`src/rtl/wm_spread_mod.sv`:
```
module wm_spread_mod #(
  parameter int WALSH_BITS  = 3,
  parameter int GUARD_CHIPS = 56
) (
  input  logic                  clk,
  input  logic                  rst_n,
  input  logic                  sym_valid,
  input  logic [WALSH_BITS-1:0] sym_data,
  output logic                  sym_ready,
  input  logic                  chip_en,
  output logic                  chip_sign,
  output logic                  chip_active,
  output logic                  sym_start
);
  localparam int WALSH_LEN = 1 << WALSH_BITS;
  localparam int MSEQ_LEN  = 7;
  localparam int GW        = $clog2(GUARD_CHIPS + 1);
  localparam logic [2:0] SEED = 3'b100;
  localparam logic [2:0]            M_LAST = 3'(MSEQ_LEN - 1);
  localparam logic [WALSH_BITS-1:0] W_LAST = WALSH_BITS'(WALSH_LEN - 1);
  localparam logic [GW-1:0]         G_LAST = GW'(GUARD_CHIPS - 1);

  typedef enum logic [1:0] {IDLE, SEND, GUARD} st_t;

  st_t                   st;
  logic [2:0]            mcnt;
  logic [WALSH_BITS-1:0] wcnt;
  logic [GW-1:0]         gcnt;
  logic [WALSH_BITS-1:0] sym_q;
  logic [2:0]            lfsr;

  assign sym_ready   = (st == IDLE);
  assign chip_active = (st == SEND);
  assign chip_sign   = chip_active & (lfsr[0] ^ (^(sym_q & wcnt)));
  assign sym_start   = chip_active && (mcnt == 3'd0) && (wcnt == '0);

  always_ff @(posedge clk) begin
    if (!rst_n) begin
      st    <= IDLE;
      mcnt  <= '0;
      wcnt  <= '0;
      gcnt  <= '0;
      sym_q <= '0;
      lfsr  <= SEED;
    end else begin
      case (st)
        IDLE: if (sym_valid) begin
          sym_q <= sym_data;
          mcnt  <= '0;
          wcnt  <= '0;
          lfsr  <= SEED;
          st    <= SEND;
        end
        SEND: if (chip_en) begin
          if (mcnt == M_LAST) begin
            mcnt <= '0;
            lfsr <= SEED;
            if (wcnt == W_LAST) begin
              st   <= GUARD;
              gcnt <= '0;
            end else begin
              wcnt <= wcnt + 1'b1;
            end
          end else begin
            mcnt <= mcnt + 1'b1;
            lfsr <= {lfsr[1] ^ lfsr[0], lfsr[2], lfsr[1]};
          end
        end
        GUARD: if (chip_en) begin
          if (gcnt == G_LAST) st <= IDLE;
          else gcnt <= gcnt + 1'b1;
        end
        default: st <= IDLE;
      endcase
    end
  end

  p_accept_start_r2: assert property (@(posedge clk) disable iff (!rst_n)
    sym_valid && sym_ready |=> sym_start && chip_active);

  p_first_chip_plus_r3: assert property (@(posedge clk) disable iff (!rst_n)
    sym_start |-> !chip_sign);

  p_lfsr_live_r3: assert property (@(posedge clk) disable iff (!rst_n)
    lfsr != 3'b000);

  p_busy_not_ready_r6: assert property (@(posedge clk) disable iff (!rst_n)
    chip_active |-> !sym_ready);

  p_hold_r7: assert property (@(posedge clk) disable iff (!rst_n)
    !chip_en && !sym_ready |=> $stable(chip_sign) && $stable(chip_active));

  p_start_in_symbol_r8: assert property (@(posedge clk) disable iff (!rst_n)
    sym_start |-> chip_active);

  p_idle_quiet_r9: assert property (@(posedge clk) disable iff (!rst_n)
    sym_ready && !sym_valid |=> !chip_active);
endmodule

```
`config.mk`:
```
export PLATFORM = sky130hd
export DESIGN_NAME = wm_spread_mod
export DESIGN_NICKNAME = d
export VERILOG_FILES = /design/src/rtl/wm_spread_mod.sv
export SDC_FILE = /design/constraint.sdc
export NUM_CORES = 1
export LEC_CHECK = 0
export BUFFER_PORTS_ARGS = -buffer_cell sky130_fd_sc_hd__buf_2
export CAP_MARGIN = 15
export CORE_MARGIN = 4
export CORE_UTILIZATION = 40
export DETAILED_ROUTE_END_ITERATION = 8
export GPL_ROUTABILITY_DRIVEN = 0
export PLACE_DENSITY_LB_ADDON = 0.25
export SYNTH_ARGS = -nofsm -noshare
export SYNTH_HDL_FRONTEND = slang
export SYNTH_SLANG_ARGS = --single-unit
export TNS_END_PERCENT = 30
```
`constraint.sdc`:
```
create_clock -name clk -period 1.61 [get_ports clk]
set_input_delay 0.161 -clock clk [delete_from_list [all_inputs] [get_ports clk]]
set_output_delay 0.161 -clock clk [all_outputs]
set_load 0.02 [all_outputs]
```
-- After elaboration in Yosys (flattened, before gate mapping)
Cells that the tools add are included.
- register bits: 20
- word-level logic and storage cells: 64
- input bits: 7
- bitwise gates (word level): 4
- equal/unequal tests: 13
- muxes and demuxes: 25
- reductions and logical operators: 13
- add/sub/neg operators: 3
- operators with widths (cell ; number):
    $mux W6 ; 5
    $mux W3 ; 9
    $pmux W3 S2 ; 3
    $mux W2 ; 6
    $ne A2 B2 Y1 const B ; 6
    $pmux W6 S2 ; 1
    $reduce_and A6 Y1 ; 2
    $add A3 B1 Y3 const B ; 2
    $add A6 B1 Y6 const B ; 1
    $eq A3 B3 Y1 const B ; 2
    $eq A6 B6 Y1 const B ; 1
    $logic_not A3 Y1 ; 2
    $pmux W2 S3 ; 1
    $reduce_and A5 Y1 ; 1
    $ne A2 B1 Y1 const B ; 2
    $reduce_bool A2 Y1 ; 2
    $and A3 B3 Y3 ; 1
    $reduce_and A3 Y1 ; 1
    $reduce_xor A3 Y1 ; 1
    $eq A2 B1 Y1 const B ; 1
    $eq A2 B2 Y1 const B ; 1
    $logic_and A1 B1 Y1 ; 2
    $logic_not A2 Y1 ; 1
    $reduce_and A2 Y1 ; 1
    2 further kinds ; 3

-- Longest topological paths before layout
- depth after elaboration: 5
- gate-level depth with buffers: 6

-- Least setup slack after synthesis
No wires, ideal clock.
- path kind: register to register
- from: register st[0]
- to: register sym_q[0]
- arrival: 1.337 ns
- library setup time: 0.128 ns
- slack: 0.146 ns
- path buffers: 2
- required time: 1.482 ns
- stages on the path, launching flop included: 7
- path through: dfxtp_1 -> buf_2 -> nor2_1 -> and2_1 -> clkbuf_1 -> mux2i_1 -> nor2_1
- word-level cells in the longest chain between the ends: 2
- ends and longest elaborated chain (element ; RTL line ; RTL):
    from (decl) ; 25 ; st_t st;
    from (signal assigned) ; 39 ; st <= IDLE;
    from (signal assigned) ; 52 ; st <= SEND;
    from (signal assigned) ; 59 ; st <= GUARD;
    $logic_not A2 Y1 ; - ;
    via sym_ready ; 9 ; output logic sym_ready,
    $reduce_and A2 Y1 (no line) ; - ;
    to (signal assigned) ; 48 ; sym_q <= sym_data;
    to (decl) ; 29 ; logic [WALSH_BITS-1:0] sym_q;
The timed path passes the listed nets, and every way through them passes these cells.
A chain may end at the register's enable or synchronous reset.

-- Worst setup path after layout
- from: register st[0]
- to: output port sym_start
- word-level cells in the longest chain between the ends: 3
- ends and longest elaborated chain (element ; RTL line ; RTL):
    $eq A2 B1 Y1 ; 33 ; assign chip_active = (st == SEND);
    $logic_and A1 B1 Y1 (2 in a row) ; 35 ; assign sym_start = chip_active && (mcnt == 3'd0) && (wcnt == '0);
    to (decl) ; 13 ; output logic sym_start
No other way between the ends.

==> impl_metrics.toml <==
[power_and_ir_drop]
power_switching_share_pct = 25.56
power_frac_clock_pct = 32.0
pwr_density_cell_mw_per_mm2 = 763.4
switching_power_uw = 236.1
p_int_uw = 687.5
combinationalPowerShare_pct = 11.6
peakVddDrop_uv = 610.2
p_leak_nw = 0.4708
seqPwrFrac_pct = 56.4

[timing]
period_minus_slack_ns = 1.512
fin_setup_tns_ns = 0
finalClockSkew_ns = 0.001404
fin_crit_sh_pct = 93.89
hold_violations = 0
tightest_slew_ns = 0.3838
maxSlewHeadroom_pct = 74.24
fmax_ghz = 0.6615
whs_ns = 0.08821
setup_viol = 0
drv_slew = 0
rsz0062_at_grt = "no"

[synth]
yosysTopAreaCellShare_pct = 37.51
yosysWarnings = 0
synth_cell_types = 40
netlist_area_mm2 = 0.001067
synth_most_common_cell = "nand2_1"
async_flop_share_pct = 0
yosysSeqAreaShare_pct = 37.51
synthSimpleGateAreaFrac_pct = 26.85
synth-edff-count = 0
synth_commonest_cells = "nand2_1, dfxtp_1, nor2_1"
synth_mux_area_share_pct = 6.565
synth.area.top_cells = "dfxtp_1, nand2_1, mux2i_1"
syn_avg_cell_area_um2 = 8.273
synthCells = 129
synthFlopType = "dfxtp_1"
synth_xor_xnor_area_share_pct = 3.283
yosysTopAreaCell = "dfxtp_1"
synth_compound_area_share_pct = 17.12
synth_seq_cells = 20
synth_top_family_by_area = "simple AND/OR/NAND/NOR gates"
synth_fa_ha_area_share_pct = 4.689
synth_nets = 140

[run_status]
outcome = "completed"

[global_routing]
grt_first_pass_wirelength_um = 4071
grt_max_degree = 20
grt_pass1_vias = 931
antenna_found_initial = 0
grt_usage_pct = 15.00
gr-total-overflow = 0

[setup_path]
cp-endpoint = "sym_start"
startpoint_type = "register"
r2r_start = "wcnt[0]"
rr_endpoint = "gcnt[4]"
critical_path.startpoint = "st[0]"
worstPathArrival_ns = 1.35
r2r_cells = 5
rrSetupSlack_ns = 0.18
crit_required_ns = 1.45
crit_type = "register to output port"
cp_max_fo = 10
worst_setup_path_end_kind = "output port"

[detailed_routing]
ant_nets = 0
vias = 947
wl_per_cell_um = 13.06
drt-pass1-iter-count = 4
route.detailed.drc = 0
wl_um = 2234
drtIter0Drc = 25
viasPerCell = 5.538

[final_layout]
multiInputGateArea_um2 = 638.1
area_growth_pct = 13.36
diodes = 0
drive_gt1_share_pct = 17.73
seq_area_um2 = 402.9
fillerInstances = 254
final_cells = 171
final_nets = 153

[floorplan]
die_area_mm2 = 0.003559
io_pins = 11
core_mm2 = 0.002500
die_x_um = 59.66
start_util_pct = 42.69
row_count = 18
die_h_um = 59.66

[placed_design]
dp_cells = 167
io_buffers = 10
dp_hpwl_um = 1630

[run]
cap_violations = 0

[clock_tree]
cts_tree = "built"
hold_buffers = 0
clk-insertion-delay-late_ns = 0.31
clkTransAtPathRegs_ns = 0.11
numCtsBuffers = 3
clockBufferDepth = 2
cts_root_buffer = "clkbuf_4"
cts_sinks = 20
htreeDepth = 1
cts_setup_buffers = 0

[hold_path]
hold_class = "primary input to register"
min_path_cells = 3
-- critical path, stage by stage, from the launching register on --
cell,delay (ns)
dfxtp_2,0.45
nand2b_4,0.11
nor2_1,0.12
and4b_1,0.20
buf_2,0.16
-- timing repair --
item,CTS,global route
pin swaps,0,0
resized for setup,3,3
setup endpoints to repair,1,3
-- layout make-up --
type,instances,share of cell area (%)
Inverter,6,1.861
Sequential cell,20,33.30
Multi-Input combinational cell,98,52.74
Timing Repair Buffer,13,5.998
Tap cell,30,3.102
Clock buffer,4,2.999
-- flip-flops by register name, summed over array words and instances (netlist names) --
name	flops
mcnt	3
wcnt	3
st	2
sym_q	3
gcnt	6
lfsr	3
-- routing by layer --
| metal | GRT usage (%) | routed length, µm | vias to the layer above |
|---|---|---|---|
| li1 | - | - | 483 |
| met1 | 20.11 | 1067 | 445 |
| met2 | 22.07 | 1043 | 15 |
| met3 | 4.968 | 89 | 4 |
| met4 | 6.013 | 34 | 0 |
| met5 | 0 | 0 | - |
-- power groups by stage --
stage | registers (mW) | clock network (mW) | logic (mW)
global route | 0.523 | 0.324 | 0.121
CTS | 0.520 | 0.307 | 0.108
finish | 0.521 | 0.296 | 0.107
detailed placement | 0.530 | 0 | 0.107
global placement | 0.530 | 0 | 0.105
floorplan | 0.524 | 0 | 0.0810
-- how the worst min path moves through the flow --
stage	from	to	slack, ns
floorplan	sym_data[0]	sym_q[0]	0.31
global placement	sym_data[2]	sym_q[2]	0.40
detailed placement	sym_data[2]	sym_q[2]	0.41
CTS	sym_data[2]	sym_q[2]	0.08
global route	sym_data[1]	sym_q[1]	0.1
finish	sym_data[2]	sym_q[2]	0.09
-- cells by family (layout without fill, tap and decap cells) --
kind of cell,Yosys count,count (layout)
AND/OR/NAND/NOR,58,58
flip-flops,20,20
adder cells (fa/ha/maj),4,4
XOR/XNOR,4,4
multiplexers,7,7
AO/OA/AOI/OAI,25,25
buffers and inverters,11,23
-- cells in the final DEF, fill, tap and decap left out, types with 6 or more instances in the layout --
master and instances:
nor2_1 11, nand2_1 21, dfxtp_1 18, inv_1 6, nand3_1 8, buf_2 10
mux2i_1 7
-- metrics by stage --
step	setup WS, ns	area, µm²	power [mW]	utilization [%]
floorplan	0.1457	1067	0.6046	-
global placement	0.1735	1157	0.6355	46.30
detailed placement	0.1028	1157	0.6369	46.30
CTS	0.002910	1199	0.9340	47.95
global route	0.009224	1210	0.9672	48.40
finish	0.09839	1210	0.9236	48.40
No activity file was read; power rests on OpenSTA's default activity.
